--- src/rtl/sq_pkg.sv ---
`timescale 1ns/1ps
package sq_pkg;
    localparam int ADDR_W = 32;
    localparam int DATA_W = 32;
    localparam int TAG_W  = 4;
    localparam int BE_W   = DATA_W / 8;

    typedef struct packed {
        logic [ADDR_W-1:0] addr;
        logic [DATA_W-1:0] data;
        logic [BE_W-1:0]   be;
        logic [TAG_W-1:0]  tag;
    } sq_store_t;

    // circular pointer advance
    function automatic int unsigned wrap_add(int unsigned p, int unsigned n, int unsigned depth);
        return (p + n) % depth;
    endfunction
endpackage

--- src/rtl/sq_slots.sv ---
`timescale 1ns/1ps
module sq_slots
    import sq_pkg::*;
#(
    parameter int DEPTH = 4,
    parameter int LAT   = 3,
    localparam int PW   = $clog2(DEPTH),
    localparam int AW   = $clog2(LAT + 1),
    localparam int CW   = $clog2(DEPTH + 1)
) (
    input  logic            clk,
    input  logic            rst,
    input  logic            wr_en,
    input  logic [PW-1:0]   wr_ptr,
    input  sq_store_t       wr_store,
    input  logic            cm_valid,
    input  logic [TAG_W-1:0] cm_tag,
    input  logic            pop_en,
    input  logic [PW-1:0]   rd_ptr,
    input  logic            flush,
    output sq_store_t       head_store,
    output logic            head_ok,
    output logic [CW-1:0]   keep_cnt
);
    logic [DEPTH-1:0] live;
    logic [DEPTH-1:0] cmt;
    logic [DEPTH-1:0] cmt_nx;
    logic [AW-1:0]    age [DEPTH];
    sq_store_t        body [DEPTH];
    logic             wr_cmt_now;

    assign wr_cmt_now = cm_valid && (cm_tag == wr_store.tag);

    for (genvar i = 0; i < DEPTH; i++) begin : g_slot
        logic      v_q;
        logic      c_q;
        logic [AW-1:0] a_q;
        sq_store_t s_q;
        logic      hit, is_wr, is_pop;

        assign hit    = v_q && cm_valid && (s_q.tag == cm_tag);
        assign is_wr  = wr_en && (wr_ptr == PW'(i));
        assign is_pop = pop_en && (rd_ptr == PW'(i));

        always_ff @(posedge clk) begin
            if (rst) begin
                v_q <= 1'b0;
                c_q <= 1'b0;
                a_q <= '0;
            end else if (is_wr) begin
                v_q <= 1'b1;
                c_q <= wr_cmt_now;
                a_q <= AW'(1);
            end else if (is_pop || (flush && !(c_q || hit))) begin
                v_q <= 1'b0;
                c_q <= 1'b0;
            end else begin
                c_q <= c_q || hit;
                if (v_q && a_q != AW'(LAT - 1)) a_q <= a_q + AW'(1);
            end
        end

        always_ff @(posedge clk) begin
            if (is_wr) s_q <= wr_store;
        end

        assign live[i]   = v_q;
        assign cmt[i]    = c_q;
        assign cmt_nx[i] = c_q || hit;
        assign age[i]    = a_q;
        assign body[i]   = s_q;
    end

    assign head_store = body[rd_ptr];
    assign head_ok    = live[rd_ptr] && cmt[rd_ptr] && (age[rd_ptr] == AW'(LAT - 1));
    assign keep_cnt   = CW'($countones(live & cmt_nx));

    AST_NO_WRITE_OVER_LIVE: assert property (@(posedge clk) disable iff (rst)
        wr_en |-> !live[wr_ptr]);
    AST_POP_ONLY_COMMITTED: assert property (@(posedge clk) disable iff (rst)
        pop_en |-> (live[rd_ptr] && cmt[rd_ptr]));
endmodule

--- src/rtl/sq_ptrs.sv ---
`timescale 1ns/1ps
module sq_ptrs
    import sq_pkg::*;
#(
    parameter int DEPTH = 4,
    localparam int PW   = $clog2(DEPTH),
    localparam int CW   = $clog2(DEPTH + 1)
) (
    input  logic          clk,
    input  logic          rst,
    input  logic          wr_en,
    input  logic          pop_en,
    input  logic          flush,
    input  logic [CW-1:0] keep_cnt,
    output logic [PW-1:0] head,
    output logic [PW-1:0] tail,
    output logic [CW-1:0] count
);
    always_ff @(posedge clk) begin
        if (rst) begin
            head  <= '0;
            tail  <= '0;
            count <= '0;
        end else begin
            head <= PW'(wrap_add(32'(head), 32'(pop_en), DEPTH));
            if (flush) begin
                tail  <= PW'(wrap_add(32'(head), 32'(keep_cnt), DEPTH));
                count <= keep_cnt - CW'(pop_en);
            end else begin
                tail  <= PW'(wrap_add(32'(tail), 32'(wr_en), DEPTH));
                count <= count + CW'(wr_en) - CW'(pop_en);
            end
        end
    end

    AST_COUNT_BOUND: assert property (@(posedge clk) disable iff (rst)
        count <= CW'(DEPTH));
    AST_FLUSH_SHRINK: assert property (@(posedge clk) disable iff (rst)
        flush |=> count <= $past(count));
endmodule

--- src/rtl/store_queue.sv ---
`timescale 1ns/1ps
module store_queue
    import sq_pkg::*;
#(
    parameter int DEPTH = 4,
    parameter int LAT   = 3,
    localparam int PW   = $clog2(DEPTH),
    localparam int CW   = $clog2(DEPTH + 1)
) (
    input  logic              clk,
    input  logic              rst,
    input  logic              in_valid,
    output logic              in_ready,
    input  logic [ADDR_W-1:0] in_addr,
    input  logic [DATA_W-1:0] in_data,
    input  logic [BE_W-1:0]   in_be,
    input  logic [TAG_W-1:0]  in_tag,
    input  logic              cm_valid,
    input  logic [TAG_W-1:0]  cm_tag,
    input  logic              flush,
    output logic              mem_valid,
    input  logic              mem_ready,
    output logic [ADDR_W-1:0] mem_addr,
    output logic [DATA_W-1:0] mem_data,
    output logic [BE_W-1:0]   mem_be,
    output logic [TAG_W-1:0]  mem_tag,
    input  logic              sync_req,
    output logic              sync_ok
);
    logic [PW-1:0] head, tail;
    logic [CW-1:0] count, keep_cnt;
    logic          wr_en, pop_en, head_ok;
    sq_store_t     in_store, head_store;

    assign in_store = '{addr: in_addr, data: in_data, be: in_be, tag: in_tag};
    assign in_ready = (count < CW'(DEPTH)) && !sync_req;
    assign wr_en    = in_valid && in_ready && !flush;
    assign mem_valid = head_ok;
    assign pop_en   = head_ok && mem_ready;
    assign sync_ok  = (count == '0);

    assign mem_addr = head_store.addr;
    assign mem_data = head_store.data;
    assign mem_be   = head_store.be;
    assign mem_tag  = head_store.tag;

    sq_slots #(.DEPTH(DEPTH), .LAT(LAT)) u_slots (
        .clk(clk), .rst(rst), .wr_en(wr_en), .wr_ptr(tail), .wr_store(in_store),
        .cm_valid(cm_valid), .cm_tag(cm_tag), .pop_en(pop_en), .rd_ptr(head),
        .flush(flush), .head_store(head_store), .head_ok(head_ok), .keep_cnt(keep_cnt)
    );

    sq_ptrs #(.DEPTH(DEPTH)) u_ptrs (
        .clk(clk), .rst(rst), .wr_en(wr_en), .pop_en(pop_en), .flush(flush),
        .keep_cnt(keep_cnt), .head(head), .tail(tail), .count(count)
    );

    AST_HOLD_REQ: assert property (@(posedge clk) disable iff (rst)
        (mem_valid && !mem_ready) |=> (mem_valid && $stable(mem_addr) && $stable(mem_tag)));
    AST_SYNC_STALL: assert property (@(posedge clk) disable iff (rst)
        sync_req |-> !in_ready);
    AST_FIRST_GAP: assert property (@(posedge clk) disable iff (rst)
        (wr_en && sync_ok) |=> !mem_valid);
endmodule

--- config.mk ---
export PLATFORM = sky130hd
export DESIGN_NAME = store_queue
export DESIGN_NICKNAME = d
export VERILOG_FILES = /design/src/rtl/sq_pkg.sv /design/src/rtl/sq_slots.sv /design/src/rtl/sq_ptrs.sv /design/src/rtl/store_queue.sv
export SDC_FILE = /design/constraint.sdc
export NUM_CORES = 1
export LEC_CHECK = 0
export ABC_CLOCK_PERIOD_IN_PS = 5100
export BUFFER_PORTS_ARGS = -buffer_cell sky130_fd_sc_hd__clkbuf_2
export CAP_MARGIN = 20
export CORE_ASPECT_RATIO = 2
export CORE_UTILIZATION = 42
export DETAILED_ROUTE_END_ITERATION = 10
export PLACE_DENSITY = 0.63
export SLEW_MARGIN = 20
export SYNTH_ARGS = -nofsm -noshare
export SYNTH_HDL_FRONTEND = slang
export SYNTH_HIERARCHICAL = 1
export SYNTH_SLANG_ARGS = --single-unit
--- constraint.sdc ---
create_clock -name clk -period 5.1 [get_ports clk]
set_input_delay 0.255 -clock clk [delete_from_list [all_inputs] [get_ports clk]]
set_output_delay 0.255 -clock clk [all_outputs]
set_load 0.02 [all_outputs]
# After elaboration in Yosys (flattened, before gate mapping)
# Index checks and enable logic that the tools add are counted.
# classes
order_cmp,3
n_bitwise,6
n_addsub,13
n_eq_ne,20
n_reduce_logical,68
mux,40
# ops
op,n
72-bit binary-select mux with 2-bit select,1
72-bit 2-to-1 mux,2
1-bit logical AND,31
1-bit 2-to-1 mux,30
4-bit equality test,5
2-bit AND reduction,8
2-bit nonzero test,8
"2-bit equality test, second input constant",5
"2-bit by 1-bit adder with 2-bit output, second input constant",4
1-bit logical OR,8
"2-bit by 1-bit inequality test with 1-bit output, second input constant",4
"2-bit inequality test, second input constant",4
2-bit OR reduction,4
1-bit zero test,6
2-bit 2-to-1 mux,3
3-bit by 1-bit subtractor with 3-bit output,2
1-bit by 1-bit adder with 2-bit output,2
2-bit by 1-bit adder with 2-bit output,2
4-bit AND,1
1-bit binary-select mux with 2-bit select,2
2-bit binary-select mux with 2-bit select,1
"2-bit by 1-bit equality test with 1-bit output, second input constant",2
2-bit zero test,2
1-bit NOT,4
9 further kinds,9
# totals
reg_bits,311
output_inout_bits,75
wordCells,185
input_bits,83

# Depth between registers and ports, before layout
# logic_depth
ltp_word,11
mapped_depth,13
depth_no_buf,13

# By module
# Netlist, hierarchy kept.
# by_module_without_submodules
module,area_per_inst_um2,cells_per_inst,instances,seq_area_each_um2
sq_slots,11604.9,530,1,8968.6
sq_ptrs,427.9,44,1,140.1
store_queue,30.0,4,1,0.0

# Worst setup path after synthesis
# OpenSTA, ideal clock, no wires.
# synth_path
path_kind,register to register
startpoint,reg u_ptrs.count[2]
endpoint,reg u_slots.g_slot[0].s_q (netlist bit u_slots/body[216]) (enable)
path_buffers,0
path_stages_with_launch,3
t_required_ps,4603
slack_ps,787
arrival_time_ps,3816
cell_sequence,dfxtp_1 > nor4b_2 > nor3b_2
# synth_via
elab_chain_len,5
# synth_rtl
item,line,text
from (decl),sq_ptrs.sv:17,output logic [CW-1:0] count
from (signal assigned),sq_ptrs.sv:28,count <= keep_cnt - CW'(pop_en);
from (signal assigned),sq_ptrs.sv:31,count <= count + CW'(wr_en) - CW'(pop_en);
3-bit less-than comparator,store_queue.sv:36,assign in_ready = (count < CW'(DEPTH)) && !sync_req;
1-bit logical AND,store_queue.sv:36,
1-bit logical AND (2 in a row),store_queue.sv:37,assign wr_en = in_valid && in_ready && !flush;
named net wr_en,store_queue.sv:32,"logic wr_en, pop_en, head_ok;"
1-bit logical AND,sq_slots.sv:42,assign is_wr = wr_en && (wr_ptr == PW'(i));
named net u_slots.g_slot[0].is_wr,sq_slots.sv:39,"logic hit, is_wr, is_pop;"
to (signal assigned),sq_slots.sv:64,if (is_wr) s_q <= wr_store;
to (decl),sq_slots.sv:38,sq_store_t s_q;
# The timed path passes the listed nets, and every way through them passes these cells.
# A chain may end at the register's enable or synchronous reset.

# Worst setup path in the final report
# layout_path
startpoint,reg u_ptrs.head[0]
endpoint,out mem_addr[21]
# layout_via
elab_chain_len,4
# layout_rtl
item,line,text
from (decl),sq_ptrs.sv:15,"output logic [PW-1:0] head,"
from (signal assigned),sq_ptrs.sv:25,"head <= PW'(wrap_add(32'(head), 32'(pop_en), DEPTH));"
2-bit NOT with 3-bit output (not written as such),sq_slots.sv:74,assign head_store = body[rd_ptr];
72-bit binary-select mux with 2-bit select,sq_slots.sv:74,
72-bit 2-to-1 mux (not written as such) (2 in a row),sq_slots.sv:74,
to (decl),store_queue.sv:23,"output logic [ADDR_W-1:0] mem_addr,"
# No other way between the ends. The select of a mux whose other input is x is not followed.

==> flow_metrics.py <==
metrics = {
    "status": {
        "outcome": "finished clean",
    },
    "synthesis": {
        "synth_edf_count": 288,
        "synthTopCellsByArea": "edfxtp_1 72%, mux4_2 13%, dfxtp_1 3.8%, ha_1 1.3%, xnor2_1 1.2%",
        "synth_top_family_by_area": "multiplexers",
        "synth-seq-cells": 311,
        "synth_compound_area_share_pct": 2.25,
        "synthFlopType": "edfxtp_1",
        "syn-num-nets": 676,
        "synth-adder-area-share_pct": 1.68,
        "ys.warnings.count": 6,
        "synthMuxAreaShare_pct": 13.6,
        "synth_area_mm2": 0.0121,
        "synthDistinctLibCells": 45,
        "syn_avg_cell_area_um2": 20.9,
        "async_flop_share_pct": 0,
        "synth_top_area_share_pct": 71.7,
        "synth-simple-area-share_pct": 3.34,
        "synth-xor-area-share_pct": 1.95,
        "ys_seq_area_share_pct": 75.5,
        "synth_area_leader_cell": "edfxtp_1",
        "netlist_instances": 578,
    },
    "worst_setup_path": {
        "cp-start-kind": "flop",
        "endpoint_kind": "primary output",
        "startpoint": "u_ptrs/head[0]$_SDFF_PP0_",
        "cp.arrival_ns": 3.04,
        "cp_max_fo": 46,
        "rr_startpoint": "u_ptrs/head[0]$_SDFF_PP0_",
        "worstPathRequired_ns": 4.85,
        "reg2regPathDepth": 11,
        "critical_path_class": "flop to primary output",
        "r2r_end": "u_ptrs/count[2]$_SDFF_PP0_",
        "rrSetupSlack_ns": 2.01,
        "worstSetupEndpoint": "mem_addr[21]",
    },
    "route": {
        "dr_wl_met2_um": 14600,
        "wl_met1_um": 8310,
        "wire_per_inst_um": 20.5,
        "top_layer": "met4",
        "drc": 0,
        "drt_pass1_iterations": 5,
        "drt_iter0_drc": 307,
        "ant_nets": 0,
        "vias_per_cell": 5.24,
        "via_count": 6272,
        "wirelength_um": 24600,
        "wl_met3_um": 993,
    },
    "floorplanning": {
        "die_h_um": 242,
        "die_x_um": 122,
        "io_pins": 158,
        "coreArea_mm2": 0.0282,
        "die-area_mm2": 0.0294,
        "rows": 87,
        "start_util_pct": 42.8,
    },
    "timing": {
        "fin_setup_tns_ns": 0,
        "fmax_mhz": 304,
        "drv_slew": 0,
        "final_hold_viol_count": 0,
        "setup_ws_ns": 1.81,
        "skew_ns": 0.0135,
        "setup_violations": 0,
        "slew_headroom_pct": 22.5,
        "min_period_ns": 3.29,
        "worstMarginPinSlew_ns": 1.15,
        "period_share_pct": 64.5,
        "finalHoldWorstSlack_ns": 0.172,
        "rsz0062_at_grt": "no",
    },
    "cells_and_area": {
        "stdcell_area_mm2": 0.0148,
        "layout-drive-gt1-share_pct": 34.8,
        "nets": 918,
        "areaGrowthSynthToFinish_pct": 22.9,
        "num_antenna_cells": 0,
    },
    "clock_network": {
        "cts_setup_buffers": 0,
        "h-tree-depth": 1,
        "post_cts_resized": 0,
        "clk_pin_slew_ns": 0.07,
        "clockBufferDepth": 3,
        "clock_sinks": 311,
        "root_buffer": "clkbuf_16",
        "cts_tree": "built",
        "clock_latency_ns": 0.54,
        "tritoncts.num_buffers": 27,
    },
    "placed_design": {
        "dpl_cell_area_mm2": 0.0132,
        "io_buffers": 157,
        "place_ws_ns": 1.97,
        "place.gp.congestion": 0.850,
        "dp_hpwl_um": 15800,
    },
    "global_route": {
        "grt_pass1_wl_um": 38100,
        "antenna_found_initial": 0,
        "grt_max_degree": 68,
        "track_usage_pct": 17.3,
        "grt_pass1_vias": 7078,
        "grt.overflow.total": 0,
    },
    "pwr": {
        "p_per_area_mw_per_mm2": 340,
        "fin_total_pwr_mw": 5.04,
        "power.leakage_nw": 5.03,
        "vdd.ir_drop.worst_uv": 314,
    },
    "flow_run": {
        "maxCapViolCount": 0,
    },
    "min_path": {
        "worstHoldPathType": "input pin to flop",
    },
}
flip-flops by register name, summed over array words and instances, names as in the netlist:
signal              cells
u_ptrs/head             2
u_ptrs/count            3
u_slots/body          288
u_slots/g_slot.a_q      8
u_slots/g_slot.v_q      4
u_slots/g_slot.c_q      4
u_ptrs/tail             2
report_power, final:
part           switching, mW  leakage [nW]  internal [mW]
combinational          0.114          1.81         0.0988
sequential           0.00874          2.79           2.81
clock                  0.876         0.426           1.13
total                  0.998          5.03           4.04
worst max-delay path: stages (launching register included):
cell	delay [ns]
dfxtp_4	0.79
buf_4	0.84
mux4_2	0.65
clkbuf_2	0.18
how the worst min path moves through the flow:
stage,start,to,slack [ns],depth (start not counted)
after floorplan,rst,u_ptrs/tail[1]$_SDFF_PP0_,0.32,1
after detailed placement,in_addr[13],u_slots/body[269]$_DFFE_PP_,0.48,1
after CTS,sync_req,u_slots/g_slot[3].v_q$_SDFFE_PP0P_,0.14,4
after global placement,in_addr[23],u_slots/body[135]$_DFFE_PP_,0.47,1
final,sync_req,u_slots/g_slot[3].v_q$_SDFFE_PP0P_,0.17,4
after global routing,sync_req,u_slots/g_slot[3].a_q[0]$_SDFFE_PP0P_,0.21,4
final cells by class:
type / count / area [um^2]
well taps: 356 / 445
inverters: 16 / 63.8
fillers: 2244 / 13400
clock inverters: 20 / 188
flip-flops and latches: 311 / 9120
multi-input cells: 227 / 2760
repair buffers: 237 / 1570
clock buffers: 30 / 687
routing by layer:
| metal | global-route usage [%] | vias to the layer above |
|---|---|---|
| met3 | 2.19 | 47 |
| li1 | - | 2844 |
| met4 | 6.75 | 0 |
| met1 | 17.4 | 3218 |
| met5 | 0 | - |
| met2 | 34.4 | 163 |
kinds of logic after synthesis:
logic type               count (synthesis)
flip-flops                             311
multiplexers                            74
AND/OR/NAND/NOR                         73
buffers and inverters                   40
AO/OA/AOI/OAI                           39
XOR/XNOR                                26
adder cells (fa/ha/maj)                 15
synth_stat cells, types with 3 or more instances:
| library cell | count |
|---|---|
| a211oi_1 | 6 |
| a21oi_1 | 15 |
| a311oi_1 | 4 |
| and3_1 | 6 |
| buf_1 | 3 |
| buf_2 | 10 |
| buf_4 | 6 |
| clkbuf_1 | 3 |
| dfxtp_1 | 23 |
| edfxtp_1 | 288 |
| ha_1 | 13 |
| inv_1 | 16 |
| mux4_2 | 72 |
| nand2_1 | 8 |
| nand3_1 | 9 |
| nand3b_1 | 3 |
| nor2_1 | 20 |
| nor2b_1 | 6 |
| nor4_1 | 5 |
| o21a_1 | 3 |
| o21ai_2 | 3 |
| xnor2_1 | 17 |
| xor2_1 | 8 |
layout by cell type (no fill, tap or decap), drive strengths merged, types with 2 or more instances in the layout:
master and count:
edfxtp 288, clkbuf 187, dlygate4sd3 72, mux4 72, dfxtp 23, nor2 20
xnor2 17, a21oi 16, inv 16, clkinv 15, ha 13, nand3 9
xor2 9, buf 8, nand2 8, a211oi 6, nor2b 6, and3 6
nor4 5, a311oi 4, o21ai 4, bufinv 3, nand3b 3, o21a 3
nor3 3, nor3b 3, and2 2, clkinvlp 2, mux2i 2, fa 2
nand4 2, o211ai 2, and3b 2
through the flow:
stage | instances | utilization [%]
floorplan | 578 | -
global placement | 1075 | 46.9
detailed placement | 1075 | 46.9
CTS | 1197 | 52.6
global route | 1197 | 52.6
finish | 1197 | 52.6
what timing repair did:
item | CTS | global route
endpoints found under the setup margin | 0 | 0
endpoints found under the hold margin | 288 | 0
hold buffers | 72 | 0
Note: power is estimated with default switching activity, not from simulation.
